<file path="src/rtl/seq_pkg.sv">
// Package: shared constants for the start-up sequencer.
// Assumes mode encoding 1 = buck, 0 = boost.
package seq_pkg;
    localparam logic MODE_BUCK  = 1'b1;
    localparam logic MODE_BOOST = 1'b0;
endpackage

</file>
<file path="src/rtl/seq_hyst_flag.sv">
// Module: seq_hyst_flag
// Registers a flag from a digitized analog code, with hysteresis.
// The flag sets when code >= SET_AT and clears when code <= CLR_AT.
// Assumes CLR_AT < SET_AT. The flag resets to 0.
module seq_hyst_flag #(
    parameter int W      = 8,
    parameter int SET_AT = 150,
    parameter int CLR_AT = 135
) (
    input  logic         clk,
    input  logic         rst_n,
    input  logic [W-1:0] code,
    output logic         flag
);
    localparam logic [W-1:0] SET_C = W'(SET_AT);
    localparam logic [W-1:0] CLR_C = W'(CLR_AT);

    // Purpose: update the flag only when a threshold is crossed.
    always_ff @(posedge clk) begin
        if (!rst_n)              flag <= 1'b0;
        else if (code >= SET_C)  flag <= 1'b1;
        else if (code <= CLR_C)  flag <= 1'b0;
    end
endmodule

</file>
<file path="src/rtl/seq_ss_ramp.sv">
// Module: seq_ss_ramp
// Digital soft-start ramp. It holds at 0 while clear is high. When advance is
// high, it steps up once every div clocks and saturates at full scale.
// A div of 0 sets full scale at once. Assumes clear takes priority.
module seq_ss_ramp #(
    parameter int RAMP_W = 8,
    parameter int DIV_W  = 8
) (
    input  logic              clk,
    input  logic              rst_n,
    input  logic              clear,
    input  logic              advance,
    input  logic [DIV_W-1:0]  div,
    output logic [RAMP_W-1:0] level
);
    localparam logic [RAMP_W-1:0] FULL = {RAMP_W{1'b1}};

    logic [DIV_W-1:0] pre_cnt;

    // Purpose: prescaler and saturating ramp counter.
    always_ff @(posedge clk) begin
        if (!rst_n || clear) begin
            level   <= '0;
            pre_cnt <= '0;
        end else if (advance) begin
            if (div == '0) begin
                level   <= FULL;
                pre_cnt <= '0;
            end else if (pre_cnt == div - 1'b1) begin
                pre_cnt <= '0;
                if (level != FULL) level <= level + 1'b1;
            end else begin
                pre_cnt <= pre_cnt + 1'b1;
            end
        end
    end
endmodule

</file>
<file path="src/rtl/pwm_seq_ctrl.sv">
// Module: pwm_seq_ctrl (top)
// Start-up and protection sequencer for a bidirectional PWM converter. It
// forms the run condition from enable, fault, supply and thermal monitors,
// latches the mode on each start, runs the soft-start ramp and derives the
// switching and synchronous-mode flags from it.
// Assumes all inputs are synchronous to clk and free of glitches.
module pwm_seq_ctrl #(
    parameter int VIN_W   = 13,
    parameter int TEMP_W  = 8,
    parameter int RAMP_W  = 8,
    parameter int DIV_W   = 8,
    parameter int UV_RISE = 571,
    parameter int UV_FALL = 534,
    parameter int OT_TRIP = 150,
    parameter int OT_REL  = 135
) (
    input  logic              clk,
    input  logic              rst_n,
    input  logic              en_i,
    input  logic              fault_n,
    input  logic [VIN_W-1:0]  vin_code,
    input  logic [TEMP_W-1:0] temp_code,
    input  logic              reg_ready,
    input  logic              mode_in,
    input  logic              hiccup_req,
    input  logic [DIV_W-1:0]  ramp_div,
    output logic              mode_q,
    output logic              drive_en,
    output logic [RAMP_W-1:0] ss_level,
    output logic              ss_done
);
    import seq_pkg::*;

    localparam int FULL_I = (1 << RAMP_W) - 1;
    localparam logic [RAMP_W-1:0] SW_ON   = RAMP_W'((FULL_I * 52 + 499) / 500);
    localparam logic [RAMP_W-1:0] SYNC_ON = RAMP_W'((FULL_I * 9 + 9) / 10);

    logic vin_ok;
    logic hot;
    logic run;
    logic run_q;

    seq_hyst_flag #(.W(VIN_W), .SET_AT(UV_RISE), .CLR_AT(UV_FALL - 1)) u_uv (
        .clk(clk), .rst_n(rst_n), .code(vin_code), .flag(vin_ok)
    );

    seq_hyst_flag #(.W(TEMP_W), .SET_AT(OT_TRIP), .CLR_AT(OT_REL)) u_ot (
        .clk(clk), .rst_n(rst_n), .code(temp_code), .flag(hot)
    );

    // Purpose: run condition from all enables and protections.
    always_comb run = en_i && fault_n && vin_ok && !hot;

    seq_ss_ramp #(.RAMP_W(RAMP_W), .DIV_W(DIV_W)) u_ramp (
        .clk(clk), .rst_n(rst_n),
        .clear(!run || hiccup_req),
        .advance(reg_ready),
        .div(ramp_div),
        .level(ss_level)
    );

    // Purpose: remember run and latch the mode on its rising edge.
    always_ff @(posedge clk) begin
        if (!rst_n) begin
            run_q  <= 1'b0;
            mode_q <= MODE_BOOST;
        end else begin
            run_q <= run;
            if (run && !run_q) mode_q <= mode_in;
        end
    end

    // Purpose: switching and synchronous flags from the ramp level.
    always_comb begin
        drive_en = run && (ss_level >= SW_ON);
        ss_done  = run && (ss_level >= SYNC_ON);
    end
endmodule

</file>
<file path="config.mk">
export PLATFORM = sky130hd
export DESIGN_NAME = pwm_seq_ctrl
export DESIGN_NICKNAME = d
export VERILOG_FILES = /design/src/rtl/seq_pkg.sv /design/src/rtl/seq_hyst_flag.sv /design/src/rtl/seq_ss_ramp.sv /design/src/rtl/pwm_seq_ctrl.sv
export SDC_FILE = /design/constraint.sdc
export NUM_CORES = 1
export LEC_CHECK = 0
export ABC_AREA = 1
export BUFFER_PORTS_ARGS = -buffer_cell sky130_fd_sc_hd__buf_4
export CAP_MARGIN = 20
export CORE_MARGIN = 2
export CORE_UTILIZATION = 45
export CTS_BUF_LIST = sky130_fd_sc_hd__clkbuf_8 sky130_fd_sc_hd__clkbuf_16
export CTS_CLUSTER_DIAMETER = 40
export CTS_CLUSTER_SIZE = 20
export DETAILED_ROUTE_END_ITERATION = 10
export PLACE_DENSITY = 0.75
export SLEW_MARGIN = 20
export SYNTH_ARGS = -nofsm -noshare
export SYNTH_HDL_FRONTEND = slang
export SYNTH_SLANG_ARGS = --single-unit
</file>
<file path="constraint.sdc">
create_clock -name clk -period 1.9 [get_ports clk]
set_input_delay 0.095 -clock clk [delete_from_list [all_inputs] [get_ports clk]]
set_output_delay 0.095 -clock clk [all_outputs]
set_load 0.01 [all_outputs]
</file>
* Word-level counts from Yosys, hierarchy flattened
Cells that the tools add are included.
** Word-level totals
- Bits in latches :: 0
- Memory bits (read-only) :: 0
- Bits in writable memories :: 0
- Register bits after elaboration :: 20
- Memories :: 0
- Output and inout bits :: 11
** Cells by class
- Shift operators :: 0
- Bitwise logic cells :: 0
- Eq/ne operators :: 2
- $mul :: 0
- Add/subtract/negate cells :: 3
- Multiplexer cells :: 9
- Reduce and logical (&&, ||, !) cells :: 18
- Divide/modulo/power cells :: 0
- $lt $le $gt $ge :: 6
** Operators with widths (count)
- 8-bit 2-to-1 mux :: 5
- 8-bit by 1-bit adder with 8-bit output (second input constant) :: 2
- 8-bit greater-or-equal comparator (second input constant) :: 2
- 13-bit by 10-bit greater-or-equal comparator with 1-bit output (second input constant) :: 1
- 13-bit by 10-bit less-or-equal comparator with 1-bit output (second input constant) :: 1
- 8-bit == test :: 1
- 8-bit by 5-bit greater-or-equal comparator with 1-bit output (second input constant) :: 1
- 8-bit less-or-equal comparator (second input constant) :: 1
- 8-bit zero test :: 1
- 8-bit != test (second input constant) :: 1
- 2-bit nonzero test :: 4
- 8-bit by 1-bit subtractor with 8-bit output (second input constant) :: 1
- 1-bit logical AND :: 6
- 1-bit zero test :: 4
- 1-bit 2-to-1 mux :: 4
- 3-bit AND reduction :: 1
- 1-bit logical OR :: 2

* Depth between registers and ports, before layout
Gate-level depths: netlist of run 1.
- Depth in word-level cells :: 6
- Mapped depth :: 15
- Mapped depth without buffers :: 15

* By module
From an unflattened synthesis of run 1, not the netlist that was laid out.
** Unflattened totals
- Cell total of the unflattened synthesis :: 283
- Area total of the unflattened synthesis :: 1671.6 um^2
** Modules (own cells, without submodules)
- seq_ss_ramp :: area an instance 1246.2 um^2, instances 1, cells each 203
- seq_hyst_flag at u_uv :: area an instance 190.2 um^2, instances 1, cells each 37
- pwm_seq_ctrl :: area an instance 171.4 um^2, instances 1, cells each 32
- seq_hyst_flag at u_ot :: area an instance 63.8 um^2, instances 1, cells each 11

* Worst setup path after synthesis of run 1
Ideal clock, no wire load.
- Path kind :: register to register
- Start point :: reg u_ramp.level[1]
- End point :: reg u_ramp.level[0]
- Cell stages (with the launch flop) :: 9
- Buffers on the path :: 0
- Required time :: 1.787 ns
- Setup slack :: 0.362 ns
- Arrival :: 1.424 ns
- Period minus slack after synthesis :: 1.538 ns
- Path through :: dfxtp_1 > ha_1 > nand2_1 > nor2_1 > nand3_1 > nand3_4 > nand2_1 > nand2_1 > nor2_1
** On the way
- Longest elaborated chain between the ends :: 3
** Ends and longest elaborated chain
- start, declared :: RTL line seq_ss_ramp.sv:14 : output logic [RAMP_W-1:0] level
- start signal, assigned :: RTL line seq_ss_ramp.sv:31 : if (level != FULL) level <= level + 1'b1;
- 8-bit != test :: RTL line seq_ss_ramp.sv:31
- 2-bit nonzero test (no source line)
- 3-bit AND reduction (no source line)
No other way between the ends.
A chain may end at the register's enable or synchronous reset.

* Worst setup path in the final report of run 1
- Start point :: reg u_ramp.level[0]
- End point :: reg u_ramp.level[2]
** On the way
- Longest elaborated chain between the ends :: 4
** Ends and longest elaborated chain
- 8-bit by 1-bit adder with 8-bit output :: RTL line seq_ss_ramp.sv:31
- 8-bit 2-to-1 mux :: RTL line seq_ss_ramp.sv:31
- 8-bit 2-to-1 mux :: RTL line seq_ss_ramp.sv:29 : end else if (pre_cnt == div - 1'b1) begin
- 8-bit 2-to-1 mux :: RTL line seq_ss_ramp.sv:26 : if (div == '0) begin
Several ways; a longest one is shown, not always the timed one. The select of a mux whose other input is x is not followed.

==> results of run 1 <==
-- state kept, by name (all words and copies together), names as in the netlist --
register and count:
u_ramp.level 8, mode_q 1, u_ramp.pre_cnt 8, u_ot.flag 1, u_uv.flag 1, run_q 1
-- cell families after synthesis --
logic type      Yosys count
compound gates           24
xor+xnor                 11
fa+ha+maj                 5
buf+inv                  30
flops                    20
simple gates            124
-- path summary, 6_finish.rpt --
| check | start | end | slack, ns | depth (start not counted) |
|---|---|---|---|---|
| worst max-delay path | u_ramp.level[0] | u_ramp.level[2] | 0.31 | 8 |
| worst min register to register | mode_q | mode_q | 0.45 | 2 |
| worst max register to register | u_ramp.level[0] | u_ramp.level[2] | 0.31 | 8 |
| worst min-delay path | temp_code[7] | u_ot.flag | 0.07 | 3 |
-- layout by cell type (no fill, tap or decap) --
cell type and count:
nand2_2 2, xor2_1 7, ha_1 5, nor3_1 5
a41oi_1 1, o21ai_1 2, nand2_4 1, nor4_1 1
inv_2 1, nand3_4 1, xnor2_1 4, and3b_1 1
buf_4 48, or2_2 2, a31oi_1 1, nor3b_2 2
nand2_1 47, o21ai_0 8, dfxtp_1 20, clkbuf_8 3
a21boi_0 1, o21bai_1 1, nor2_1 27, inv_1 28
a21oi_1 10, nand3_2 1, nor2_2 6, nand4_2 1
nand3_1 16, nor3_2 1, nand4_1 10
-- metal layers --
| layer | track usage | vias up | wire length [um] |
|---|---|---|---|
| li1 | - | 800 | - |
| met1 | 0.267 | 644 | 1510 |
| met2 | 0.289 | 41 | 1400 |
| met3 | 0.0238 | 2 | 179 |
| met4 | 0.0540 | 0 | 20 |
| met5 | 0 | - | 0 |
-- where the power goes --
group          switching [mW]  internal (mW)  total, mW  leakage [nW]
Clock                   0.137          0.141      0.278        0.0216
Combinational          0.0570         0.0699      0.127         0.677
Sequential            0.00268          0.423      0.426         0.162
Total                   0.197          0.634      0.831         0.861
-- worst min-delay path, delay by kind of cell --
kind / cells / cell delay, ns
AOI/OAI and AO/OA: 1 / 0.03
buffers and inverters: 1 / 0.11
and+or+nand+nor: 1 / 0.05
-- cell type report --
class                           instances  area (um2)  share of cell area
Multi-Input combinational cell        164         898               0.482
Sequential cell                        20         400               0.215
Timing Repair Buffer                   48         360               0.193
Inverter                               29         109              0.0584
Tap cell                               44        55.1              0.0295
Clock buffer                            3        41.3              0.0221
==> flow_metrics.tcl, run 1 <==
set metrics [dict create \
    outcome "finished clean" \
    antenna_left 0 \
    ys_ff_latch 20 \
    power.density_nw_per_um2 446 \
    synthDominantCellAreaShare 0.284 \
    path_class "reg -> reg" \
    avgViaCountPerCell 4.83 \
    route.detailed.drc 0 \
    die_x_um 60.0 \
    worst_pin_slew_ns 0.354 \
    post_cts_resized 0 \
    drive_gt1_frac 0.261 \
    hold_path_class "in -> reg" \
    netlist_instances 214 \
    required_ns 2.06 \
    final_util 0.616 \
    cts_tree "done" \
    grt_pass1_wl_um 5190 \
    async_flop_share 0 \
    diodes 0 \
    area_growth_pct 32.1 \
    tns_ns 0 \
    vias 1487 \
    io_buffers 45 \
    synthXorXnorAreaFrac 0.0683 \
    crit_arrival_ns 1.75 \
    synth_area_leader_cell "dfxtp_1" \
    synth_top_family_by_area "simple AND/OR/NAND/NOR gates" \
    cts_hold_buf 0 \
    start_util 0.466 \
    critical-path-top-delay-family "simple AND/OR/NAND/NOR gates" \
    avgSynthCellArea_um2 6.60 \
    slew_violations 0 \
    cts_made_buffers 3 \
    clk_latency_ns 0.26 \
    cts_max_path_buffers 2 \
    cts-root-buf "clkbuf_8" \
    slew_headroom 0.763 \
    ios 47 \
    cp_max_fo 8 \
    muxShareOfSynthArea 0 \
    die-area_um2 3600 \
    whs_ns 0.0696 \
    htree_levels 1 \
    fin_nets 307 \
    grt_remaining_overflow 0 \
    cpPeakStageDelay_ns 0.36 \
    crit_path_top_delay_cell "dfxtp_1" \
    grt_use_total 0.186 \
    yosys_warnings 0 \
    syn_nets 255 \
    leakagePower_nw 0.861 \
    fin_area_um2 1860 \
    grt_max_degree 15 \
    wl_per_cell_um 10.1 \
    ys_top_cells_by_count "nand2_1, inv_1, nor2_1" \
    place.gp.congestion 0.851 \
    cts_setup_buffers 0 \
    fmax_mhz 629 \
    cts.sinks 20 \
    synthAdderAreaFrac 0.0443 \
    path_cells "ha_1 -> nand2_1 -> nor2_1 -> nand3_1 -> nand3_4 -> nand2_1 -> nand2_1 -> nor2_1" \
    drt_iter0_drc 62 \
    synth-simple-area-share 0.432 \
    ys_seq_area_frac 0.284 \
    crit_path_start_kind "flop" \
    crit_top_cell "nand2_1" \
    antenna_found_initial 0 \
    fillerInstances 293 \
    wl_um 3120 \
    max-vdd-ir-drop_uv 275 \
    synth_compound_area_frac 0.0922 \
    skew_ns 0.00870 \
    synth_cell_types 30 \
    rsz0062_at_grt "no" \
    drv_cap 0 \
    yosys-top-cells-area "dfxtp_1, nand2_1, inv_1, nor2_1, nand3_1" \
    core_um2 3030 \
    grt_pass1_vias 1222 \
    synth_ff_type "dfxtp_1" \
    final-hold-violation-count 0 \
    yosysMostFrequentCell "nand2_1" \
    placementRows 20 \
    synth_edf_count 0 \
    dp_slack_ns 0.245 \
    drt-pass1-iter-count 4 \
    finalCriticalPeriod_ns 1.59 \
    synthesis.area_um2 1410 \
    cp_num_buf_inv 0 \
    placed_area_um2 1820 \
    power.total_uw 831 \
    die_y_um 60.0 \
    placed_cells 305 \
    timing.final.crit_share 0.837 \
    path_clk_slew_ns 0.08 \
    finalSetupViolCount 0 \
    worstSetupEndpointType "flop" \
    hpwl_um 2520 \
    setup_ws_ns 0.309 \
    stdcell_count 308 \
]
(Power assumes the default switching activity.)
==> run 2, diff against run 1 <==
Clock period 1.9 ns to 1.6 ns, I/O delays scaled along.
==> run 2 against run 1 <==
  * Sequential cell count unchanged
  * Global-route usage up 1.4 points
  * Largest cell class unchanged
  * Highest routed layer unchanged
  * Hold slack got worse by 0.019 ns
  * Utilization rose by 4.8 points
  * Setup slack worse by 0.24 ns
  * Die area did not move
==> flow_metrics.tcl, run 2 (synthesis results as in run 1) <==
set metrics [dict create \
    place.gp.congestion 0.812 \
    clk_latency_ns 0.26 \
    path_cells "buf_4 -> inv_1 -> ha_1 -> a21oi_1 -> nor4_2 -> buf_4" \
    antenna_found_initial 0 \
    vias 1543 \
    area_growth_pct 42.4 \
    cp_num_buf_inv 3 \
    slew_headroom 0.820 \
    path_clk_slew_ns 0.08 \
    crit_top_cell "buf_4" \
    grt_use_total 0.200 \
    critical-path-top-delay-family "buffers and inverters" \
    grt_remaining_overflow 0 \
    final-hold-violation-count 0 \
    routed.top_layer "met4" \
    r2r_start "u_ramp.pre_cnt[4]" \
    placed_area_um2 1880 \
    seqCellArea_um2 403 \
    wl_per_cell_um 10.7 \
    wl_um 3420 \
    worst_pin_slew_ns 0.269 \
    whs_ns 0.0502 \
    worstSetupEndpointType "primary output" \
    fin_area_um2 2010 \
    cts_tree "done" \
    reg2regPathDepth 13 \
    cts-root-buf "clkbuf_8" \
    cts_hold_buf 0 \
    die_y_um 60.0 \
    ff2ff_setup_slack_ns 0.10 \
    finalCriticalPeriod_ns 1.53 \
    finalSetupViolCount 0 \
    die-area_um2 3600 \
    diodes 0 \
    cpPeakStageDelay_ns 0.33 \
    power.total_mw 1.16 \
    crit_path_top_delay_cell "dfxtp_1" \
    placementRows 20 \
    power.density_nw_per_um2 580 \
    die_x_um 60.0 \
    ios 47 \
    cp_max_fo 4 \
    io_buffers 45 \
    timing.rr.end "u_ramp.level[1]" \
    drv_cap 0 \
    timing.final.crit_share 0.954 \
    path_class "reg -> out" \
    crit_arrival_ns 1.45 \
    grt_pass1_vias 1333 \
    drt-pass1-iter-count 4 \
    skew_ns 0.00598 \
    final_util 0.664 \
    grt_pass1_wl_um 5460 \
    min_to "u_ot.flag" \
    start_util 0.466 \
    rsz0062_at_grt "yes" \
    min_path_cells 3 \
    hold_path_class "in -> reg" \
    leakagePower_nw 0.931 \
    avgViaCountPerCell 4.84 \
    worstHoldStart "temp_code[7]" \
    fillerInstances 266 \
    crit_path_start_kind "flop" \
    multi_input_area_um2 936 \
    slew_violations 0 \
    cts_made_buffers 3 \
    fin_nets 317 \
    drt_iter0_drc 39 \
    grt_max_degree 15 \
    max-vdd-ir-drop_uv 435 \
    drive_gt1_frac 0.335 \
    hpwl_um 2570 \
    tns_ns 0 \
    route.detailed.drc 0 \
    layout_common_cells "buf_4, nand2_1, inv_1, nor2_1, dfxtp_1" \
    met3_length_um 192 \
    core_um2 3030 \
    required_ns 1.52 \
    fmax_mhz 655 \
    outcome "finished clean" \
    drt-met1-wl_um 1570 \
    cts.sinks 20 \
    cts_max_path_buffers 2 \
    top_regs "u_ramp.level: 8 flops, u_ramp.pre_cnt: 8 flops" \
    htree_levels 1 \
    wl_met2_um 1610 \
    final_common_cell "buf_4" \
    antenna_left 0 \
]
-- run 2: stage by stage --
| stage | std cells | setup WS [ns] |
|---|---|---|
| final | 319 | 0.0736 |
| after global routing | 319 | -0.0631 |
| after CTS | 317 | 0.0576 |
| after detailed placement | 313 | -0.00824 |
| after global placement | 313 | 0.0253 |
| after floorplan | 214 | 0.0623 |
-- run 2: area by class of cell --
| type | count | share of cell area |
|---|---|---|
| clock buffers | 3 | 0.0205 |
| clock inverters | 1 | 0.0149 |
| well taps | 44 | 0.0274 |
| multi-input cells | 164 | 0.466 |
| flip-flops and latches | 20 | 0.200 |
| repair buffers | 58 | 0.217 |
| inverters | 29 | 0.0542 |
-- run 2: power by group --
part           switching (mW)  internal, mW  total, mW
sequential            0.00336         0.503      0.506
clock                   0.169         0.334      0.502
combinational          0.0706        0.0858      0.156
total                   0.243         0.922       1.16
-- run 2: repair_timing --
| action | in CTS | in global routing |
|---|---|---|
| resized for setup | 0 | 13 |
| setup buffers | 0 | 2 |
| endpoints found under the setup margin | 0 | 16 |
-- run 2: worst min-delay path: cells and delay by family --
kind	cells	cell delay, ns
compound gates	1	0.03
buf+inv	1	0.11
simple gates	1	0.05
-- run 2: worst max-delay path by stage --
| stage | startpoint | to | cells after the start |
|---|---|---|---|
| finish | u_ramp.level[0] | ss_done | 6 |
| global route | u_ramp.pre_cnt[4] | u_ramp.level[1] | 13 |
| CTS | u_ramp.level[0] | u_ramp.level[7] | 9 |
| detailed placement | ramp_div[1] | u_ramp.level[1] | 13 |
| global placement | ramp_div[0] | u_ramp.level[1] | 13 |
| floorplan | u_ramp.level[1] | u_ramp.level[0] | 8 |
-- run 2: layer usage --
metal  track usage  up-vias
li1              -      823
met1         0.263      672
met2         0.323       43
met3        0.0346        5
met4        0.0762        0
met5             0        -
==> run 3, diff against run 2 <==
Settings changed: PLACE_DENSITY 0.75 to 0.73, SYNTH_HIERARCHICAL from default to 1.
==> run 3 against run 2 <==
  * First-iteration DRC count increased by 110%
  * Power increased by 6.2%
  * Sequential power is essentially flat
==> flow_metrics.tcl, run 3 <==
set metrics [dict create \
    grt_pass1_vias 1712 \
    grt_pass1_wl_um 6830 \
    drv_cap 0 \
    multi_input_area_um2 1150 \
    muxShareOfSynthArea 0 \
    ys_ff_latch 20 \
    top_regs "u_ramp/level: 8 flops, u_ramp/pre_cnt: 8 flops" \
    cts_max_path_buffers 2 \
    antenna_left 0 \
    synth_compound_area_frac 0.0913 \
    wl_um 4000 \
    hold_path_class "in -> reg" \
    skew_ns 0.0119 \
    outcome "finished clean" \
    placed_area_um2 2170 \
    ys_top_cells_by_count "nand2_1, inv_1, nor2_1" \
    power.density_nw_per_um2 531 \
    placementRows 22 \
    path_clk_slew_ns 0.08 \
    seqCellArea_um2 410 \
    slew_headroom 0.805 \
    cpPeakStageDelay_ns 0.34 \
    grt_max_degree 14 \
    die_x_um 65.0 \
    rsz0062_at_grt "no" \
    synthAdderAreaFrac 0.0299 \
    fin_area_um2 2330 \
    path_class "reg -> reg" \
    place.gp.congestion 0.824 \
    worstSetupEndpointType "flop" \
    synth_top_family_by_area "simple AND/OR/NAND/NOR gates" \
    io_buffers 45 \
    leakagePower_nw 1.10 \
    crit_arrival_ns 1.66 \
    cp_max_fo 8 \
    synthXorXnorAreaFrac 0.0367 \
    cts_made_buffers 3 \
    syn_nets 323 \
    avgViaCountPerCell 4.73 \
    cts.sinks 20 \
    crit_path_top_delay_cell "dfxtp_2" \
    htree_levels 1 \
    die-area_um2 4220 \
    cts_tree "done" \
    fmax_mhz 663 \
    finalSetupViolCount 0 \
    grt_remaining_overflow 0 \
    start_util 0.464 \
    synthDominantCellAreaShare 0.240 \
    grt_use_total 0.200 \
    async_flop_share 0 \
    route.detailed.drc 0 \
    antenna_found_initial 0 \
    wl_per_cell_um 10.1 \
    drt-pass1-iter-count 4 \
    diodes 0 \
    worst_pin_slew_ns 0.292 \
    max-vdd-ir-drop_uv 638 \
    ios 47 \
    yosys_warnings 6 \
    placed_cells 389 \
    stdcell_count 396 \
    vias 1875 \
    synth_cell_types 29 \
    area_growth_pct 39.3 \
    slew_violations 0 \
    ys_seq_area_frac 0.240 \
    required_ns 1.75 \
    synth_edf_count 0 \
    yosysMostFrequentCell "nand2_1" \
    layout_common_cells "nand2_1, buf_4, inv_1, nor2_1, nand3_1" \
    drive_gt1_frac 0.351 \
    hpwl_um 3140 \
    cts-root-buf "clkbuf_8" \
    final-hold-violation-count 0 \
    synthesis.area_um2 1670 \
    crit_path_start_kind "flop" \
    netlist_instances 283 \
    synth_area_leader_cell "dfxtp_1" \
    timing.final.crit_share 0.942 \
    fin_nets 389 \
    path_cells "nor2_2 -> nor2_4 -> buf_4 -> nand2_1 -> nand3_2 -> nor2_4 -> nand3_2 -> nand2_4 -> nand2_8 -> nand2_1 -> a21oi_1" \
    clk_latency_ns 0.26 \
    finalCriticalPeriod_ns 1.51 \
    synth_ff_type "dfxtp_1" \
    yosys-top-cells-area "dfxtp_1, nand2_1, inv_1, nor2_1, nand3_1" \
    drt_iter0_drc 82 \
    synth-simple-area-share 0.501 \
    core_um2 3610 \
    die_y_um 65.0 \
    avgSynthCellArea_um2 5.91 \
    final_common_cell "nand2_1" \
    fillerInstances 349 \
]
[run 3: cell count changes in the layout (fill, tap and decap cells not counted), moves of 7 or more]
cell | before | now
nand4_1 | 10 | 2
a21oi_1 | 10 | 17
nand2_1 | 43 | 79
inv_1 | 27 | 36
nand3_1 | 15 | 24
nor2_1 | 25 | 35
[run 3: timing repair]
item | in CTS | in global routing
buffers inserted | 0 | 3
hold buffers | 0 | 0
resized for setup | 0 | 24
setup endpoints to repair | 0 | 16
hold endpoints to repair | 0 | 0
[run 3: worst max-delay path, delay by kind of cell, from the launching register on]
kind	cells	cell delay, ns
compound gates	1	0.06
buf+inv	1	0.12
flops	1	0.34
simple gates	9	0.88
[run 3: layer usage]
| layer | share of wire | wire [um] | GRT usage |
|---|---|---|---|
| met5 | 0 | 0 | 0 |
| met4 | 0.0075 | 30 | 0.0160 |
| met3 | 0.037 | 148 | 0.0382 |
| met2 | 0.53 | 2120 | 0.394 |
| met1 | 0.43 | 1710 | 0.228 |
[run 3: worst paths after layout]
check                                  startpoint         endpoint  slack [ns]  depth (start not counted)
worst min-delay path                 temp_code[7]        u_ot/flag        0.05                          3
worst max-delay path            u_ramp/pre_cnt[3]  u_ramp/level[3]        0.09                         11
worst max register to register  u_ramp/pre_cnt[3]  u_ramp/level[3]        0.09                         11
worst min register to register    u_ramp/level[2]  u_ramp/level[2]        0.50                          2
[run 3: area by class of cell]
| cell class | instances | area share |
|---|---|---|
| clock buffers | 3 | 0.0177 |
| clock inverters | 1 | 0.0129 |
| flip-flops and latches | 20 | 0.176 |
| multi-input cells | 218 | 0.495 |
| well taps | 48 | 0.0258 |
| inverters | 43 | 0.0693 |
| repair buffers | 63 | 0.203 |
[run 3: through the flow]
step                total power [mW]  TNS (ns)   util  hold slack (ns)  worst slack [ns]
finish                          1.24         0  0.646           0.0513            0.0920
global route                    1.30         0  0.646           0.0594           0.00352
CTS                             1.24         0  0.622           0.0457            0.0570
detailed placement             0.733    -0.198  0.603            0.318           -0.0410
global placement               0.730         0  0.603            0.319           0.00265
floorplan                      0.625         0      -            0.189             0.135
[run 3: logic make-up after synthesis]
kind of cell               count (synthesis)
buffers and inverters                     45
DFF                                       20
AOI/OAI and AO/OA                         27
xor gates and xnor gates                   7
adders and majority gates                  4
and+or+nand+nor                          180
[run 3: power by group]
group | switching [mW] | leakage [nW] | internal (mW)
logic | 0.115 | 0.899 | 0.111
registers | 0.00394 | 0.166 | 0.502
clock network | 0.172 | 0.0357 | 0.334
total | 0.290 | 1.10 | 0.947
